## config.mk

```make
export PLATFORM = sky130hd
export DESIGN_NAME = sr_gate_seq
export DESIGN_NICKNAME = d
export VERILOG_FILES = /design/src/rtl/sr_gate_seq.sv
export SDC_FILE = /design/constraint.sdc
export NUM_CORES = 1
export LEC_CHECK = 0
export ABC_CLOCK_PERIOD_IN_PS = 3640
export BUFFER_PORTS_ARGS = -buffer_cell sky130_fd_sc_hd__buf_2
export CORE_MARGIN = 2
export CORE_UTILIZATION = 55
export DETAILED_ROUTE_END_ITERATION = 8
export PLACE_DENSITY = 0.82
export SLEW_MARGIN = 0
export SYNTH_ARGS = -nofsm -noshare
export SYNTH_HDL_FRONTEND = slang
export SYNTH_SLANG_ARGS = --single-unit
```

## constraint.sdc

```tcl
create_clock -name clk -period 3.64 [get_ports clk]
set_clock_uncertainty 0.1 [all_clocks]
set_input_delay 0 -clock clk [delete_from_list [all_inputs] [get_ports clk]]
set_output_delay 0 -clock clk [all_outputs]
set_load 0.02 [all_outputs]
```

## src/rtl/sr_gate_seq.sv

```systemverilog
module sr_gate_seq #(
  parameter int DEB_CYC = 4
) (
  input  logic       clk,
  input  logic       rst_n,
  input  logic       en_i,
  input  logic       ramp_i,
  input  logic [1:0] pt_i,
  input  logic [1:0] on_i,
  input  logic [1:0] off_i,
  input  logic [1:0] arm_i,
  input  logic [1:0] blank_i,
  output logic [1:0] gate_o,
  output logic [1:0] isrc_o,
  output logic       thr_sel_o
);
  localparam int CW = (DEB_CYC < 1) ? 1 : $clog2(DEB_CYC + 1);
  localparam logic [CW-1:0] CMAX = CW'(DEB_CYC);

  typedef enum logic [2:0] {S_IDLE, S_ARM, S_DEB, S_COND, S_HAND} st_t;

  st_t           st;
  logic          own;
  logic [CW-1:0] cnt;
  logic [1:0]    pt_q, arm_q;

  wire [1:0] pt_rise  = pt_i & ~pt_q;
  wire [1:0] arm_rise = arm_i & ~arm_q;
  wire [1:0] own_vec  = own ? 2'b10 : 2'b01;

  assign gate_o = (st == S_COND && en_i) ? own_vec : 2'b00;
  assign isrc_o = (st == S_DEB) ? own_vec : 2'b00;

  always_ff @(posedge clk or negedge rst_n) begin
    if (!rst_n) begin
      st        <= S_IDLE;
      own       <= 1'b0;
      cnt       <= '0;
      pt_q      <= 2'b11;
      arm_q     <= 2'b11;
      thr_sel_o <= 1'b0;
    end else begin
      pt_q  <= pt_i;
      arm_q <= arm_i;
      if (ramp_i) thr_sel_o <= en_i;
      case (st)
        S_IDLE: begin
          if (pt_rise[0]) begin
            own <= 1'b0;
            st  <= S_DEB;
            cnt <= '0;
          end else if (pt_rise[1]) begin
            own <= 1'b1;
            st  <= S_DEB;
            cnt <= '0;
          end
        end
        S_ARM: begin
          if (pt_rise[own]) begin
            st  <= S_DEB;
            cnt <= '0;
          end
        end
        S_DEB: begin
          if (!pt_i[own])                  st  <= S_ARM;
          else if (cnt == CMAX && on_i[own]) st <= S_COND;
          else if (cnt != CMAX)            cnt <= cnt + 1'b1;
        end
        S_COND: begin
          if (off_i[own] && !blank_i[own]) st <= S_HAND;
        end
        S_HAND: begin
          if (arm_rise[own]) begin
            st  <= S_ARM;
            own <= ~own;
          end
        end
        default: st <= S_IDLE;
      endcase
    end
  end
endmodule

```

# Yosys cells after proc, flatten, opt, wreduce, memory -nomap -nowiden
# Cells that the tools add are included.
# word_totals
ram_bits	0
n_memories	0
rom_bits	0
register_bits	12
elab_cells	71
in_bits	14
output_inout_bits	5
latch_bits	0
# op_classes
eq_ne	14
div	0
multipliers	0
shift	0
reduce_logical	10
muxes	34
bitwise_logic	5
n_addsub	1
n_lt_le_gt_ge	1
# op_table
operator	count
2-to-1 mux 3 bit	13
2-to-1 mux 1 bit	15
one-hot mux 3 bit (5 select lines)	1
one-hot mux 3 bit (3 select lines)	1
== test 3 x 2 -> 1 bit, second input constant	2
== test 3 bit, second input constant	2
2-to-1 mux 2 bit	3
!= test 2 x 1 -> 1 bit, second input constant	3
!= test 2 bit, second input constant	3
!= test 3 bit, second input constant	2
AND reduction 6 bit	1
AND reduction 5 bit	1
bitwise AND 2 bit	2
inverter 2 bit	2
adder 3 x 1 -> 3 bit, second input constant	1
== test 3 x 1 -> 1 bit, second input constant	1
logical AND 1 bit	3
zero test 3 bit	1
!= test 3 x 2 -> 1 bit, second input constant	1
AND reduction 3 bit	1
nonzero test 3 bit	1
less-than comparator 1 x 2 -> 1 bit, second input constant	1
one-hot mux 1 bit (2 select lines)	1
nonzero test 2 bit	1
other kinds (2)	2

# Depth between registers and ports, before layout
# logic_depth
word_depth	6
depth_mapped	6
mapped_depth_nobuf	5

# Worst setup path after synthesis
# No wires, ideal clock.
# synth_path
kind	reg-to-reg
from	register st[2]
to	register cnt[2]
t_required_ns	3.460
stages_incl_launch_ff	5
setup_ns	0.080
period_less_slack_ns	1.442
slack_ns	2.198
t_arrival_ns	1.261
cell_sequence	dfrtp_1 -> buf_6 -> or3b_4 -> or3_1 -> o211ai_2
# synth_between
elab_chain_len	3
# synth_rtl
element	line	source
start: declaration	22	st_t st;
start signal: assignment	36	st <= S_IDLE;
start signal: assignment	50	st <= S_DEB;
start signal: assignment	54	st <= S_DEB;
== test 3 x 2 -> 1 bit (tied with other cells)	46	case (st)
!= test 2 x 1 -> 1 bit (no source line) (tied with other cells)	--	
AND reduction 6 bit (no source line)	--	
end signal: assignment	67	else if (cnt != CMAX) cnt <= cnt + 1'b1;
end: declaration	24	logic [CW-1:0] cnt;
# Several ways; a longest one is shown, not always the timed one.
# A chain may end at the register's enable or synchronous reset.

# Final worst setup path
# layout_path
from	register own
to	register cnt[0]
# layout_between
elab_chain_len	5
# layout_rtl
element	line	source
start: declaration	23	logic own;
start signal: assignment	75	own <= ~own;
2-to-1 mux 1 bit (not written as such) (2 in series)	66	else if (cnt == CMAX && on_i[own]) st <= S_COND;
logical AND 1 bit	66	
!= test 2 bit (no source line)	--	
AND reduction 6 bit (no source line) (*)	--	
# Mark *: on every way between the ends. The rest lies on a longest branch, timed or not. The select of a mux whose other input is x is not followed.

==> flow_summary.toml <==
[outcome]
status = "completed"

[cts]
postCtsSetupRepairBufs = 0
clk_latency_ns = 0.27
cts_tree = "built"
cts.sinks = 12
clk_pin_slew_ns = 0.07
cts_buffers = 3
cts-root-buf = "clkbuf_4"
cts_max_level = 1
cts_max_path_buffers = 2

[synthesis]
ys.flop_type = "dfrtp_1"
synth_commonest_cells = "inv_1, dfrtp_1, nor2_1"
synth_cell_types = 36
synth_edf_count = 0
synth_area_leader_cell = "dfrtp_1"
async_flop_share = 1.00
avgSynthCellArea_sq_um = 9.98
syn_inst = 79
synth.area.top_cells = "dfrtp_1, dfstp_2, inv_1"
yosysWarnings = 0
synth_seq_cells = 12
netlist_area_sq_um = 788
yosys.area.top_type_share = 0.254
yosysMostFrequentCell = "inv_1"
syn-num-nets = 95
seq_area_frac_synth = 0.387

[detailed_routing]
dr_total_vias = 734
wirelength_met1_um = 759
drt-initial-drc-count = 24
totalWireLength_um = 1790
via_per_inst = 6.22
met2_length_um = 855
highest_layer = "met4"
dr_wl_met3_um = 139
avgRoutedWirePerCell_um = 15.1
drcViolationCount = 0
first_pass_iters = 4
detail-route-antenna-nets = 0

[worst_setup_path]
slowest_delay_ns = 0.73
path_max_fanout = 15
path_delay_family = "flip-flops"
cp-start-kind = "flop"
cp_slowest_cell = "dfrtp_1"
crit_path_cell_trace = "mux2i_4, a211oi_2, o211a_4, o21ai_0"
crit_arrival_ns = 1.90
criticalPathCategory = "reg -> reg"
critPathCaptureType = "flop"
crit_buf_inv = 0
required_ns = 3.72

[pwr]
combPwrFrac = 0.504
p_sw_mw = 0.294
peakVddDrop_uv = 378
p_int_mw = 0.361
swShare = 0.449
p_leak_nw = 0.423
pwr-share-seq = 0.370
power_density_nw_per_um2 = 685
clock_power_share = 0.126

[timing]
rsz0062_at_grt = "no"
drv_slew = 0
finalSetupTns_ns = 0
final.setup.worst_slack_ns = 1.82
period_share = 0.500
tightestPinTransition_ns = 0.603
fin_crit_ns = 1.82
slew_headroom = 0.598
hold_viol = 0
max_freq_mhz = 549
hold_slack_ns = 0.0213
setup_viol = 0

[global_routing]
grt_max_degree = 16
grt_antenna_before_repair = 0
grt_pass1_vias = 678
overflow = 0
grt_pass1_wl_um = 3060
grtUsageTotal = 0.232

[layout]
fin_util = 0.726
antenna_cells = 0
area_growth_pct = 21.3
nets = 121
drive_gt1_frac = 0.340
finish.instance_area_sq_um = 956

[die]
fp.dieArea_sq_um = 1750
fp-row-count = 13
die_w_um = 41.9
start_util = 0.598
pin_count = 19
core_area_sq_um = 1320
die_y_um = 41.9

[min_path]
hold_path_class = "in -> reg"

[placed_design]
gp_congestion = 0.908
dp_hpwl_um = 1300
port_buffers = 18
place_area_sq_um = 863
pre_cts_ws_ns = 1.83

[job]
maxCapViolations = 0
## power by group through the flow
| stage | Sequential, mW | Clock, mW | Combinational, mW |
|---|---|---|---|
| global route | 0.249 | 0.0874 | 0.362 |
| detailed placement | 0.242 | 0 | 0.318 |
| global placement | 0.239 | 0 | 0.308 |
| floorplan | 0.194 | 0 | 0.307 |
| CTS | 0.240 | 0.0839 | 0.327 |
| finish | 0.242 | 0.0828 | 0.330 |
## worst min-delay path, delay by kind of cell
kind / cells / cell delay, ns
AOI/OAI and AO/OA: 2 / 0.28
buffers and inverters: 1 / 0.07
## flip-flops by register name (all words and copies together), names as in the netlist
name and flops:
cnt 3, thr_sel_o 1, own 1, arm_q 2
st 3, pt_q 2
## metrics by stage
stage,cells,power (mW)
floorplan,79,0.501
global placement,108,0.547
detailed placement,108,0.560
CTS,118,0.651
global route,118,0.698
finish,118,0.655
## cells in the final DEF (no fill, tap or decap), types with 2 or more instances in the layout
cell           instances
ha_1                   2
buf_2                 18
nand2b_1               2
mux2i_1                2
a21oi_1                3
inv_1                  9
o22ai_1                3
dfrtp_1                8
dfstp_2                4
dlygate4sd3_1          7
clkbuf_4               3
nand3_1                3
a31oi_1                3
nand2_1                5
nor2_1                 8
mux2_2                 2
o21ai_0                2
## kinds of logic (layout without fill, tap and decap cells)
group | Yosys count | in the layout | share of synthesized area
and+or+nand+nor | 25 | 25 | 0.170
AOI/OAI and AO/OA | 22 | 22 | 0.243
buffers and inverters | 13 | 37 | 0.0857
DFF | 12 | 12 | 0.387
muxes | 5 | 5 | 0.0825
adders and majority gates | 2 | 2 | 0.0317
## path summary, 6_finish.rpt
kind                            start        to  slack, ns  cells after the start
setup / recovery                  own    cnt[0]       1.82                      4
hold / removal             blank_i[1]     st[2]       0.02                      3
setup reg to reg                  own    cnt[0]       1.82                      4
hold reg to reg                cnt[1]    cnt[1]       0.47                      2
max in group asynchronous       rst_n  arm_q[1]       3.14                      2
min in group asynchronous       rst_n    cnt[1]       0.03                      2
## layout make-up
cell class | instances | area (sq um)
flip-flops and latches | 12 | 305
fillers | 96 | 362
clock buffers | 3 | 22.5
repair buffers | 25 | 160
inverters | 9 | 33.8
multi-input cells | 54 | 415
well taps | 15 | 18.8
## timing repair
action,CTS,global route
endpoints found under the hold margin,17,0
setup endpoints to repair,0,0
gates resized for setup,0,0
hold buffers,7,0
## layer usage
layer / vias to the layer above / GRT usage
met5: - / 0
met4: 0 / 0.0968
met3: 5 / 0.0261
met2: 43 / 0.391
met1: 343 / 0.299
li1: 343 / -
Power figures use the tool's default switching activity.
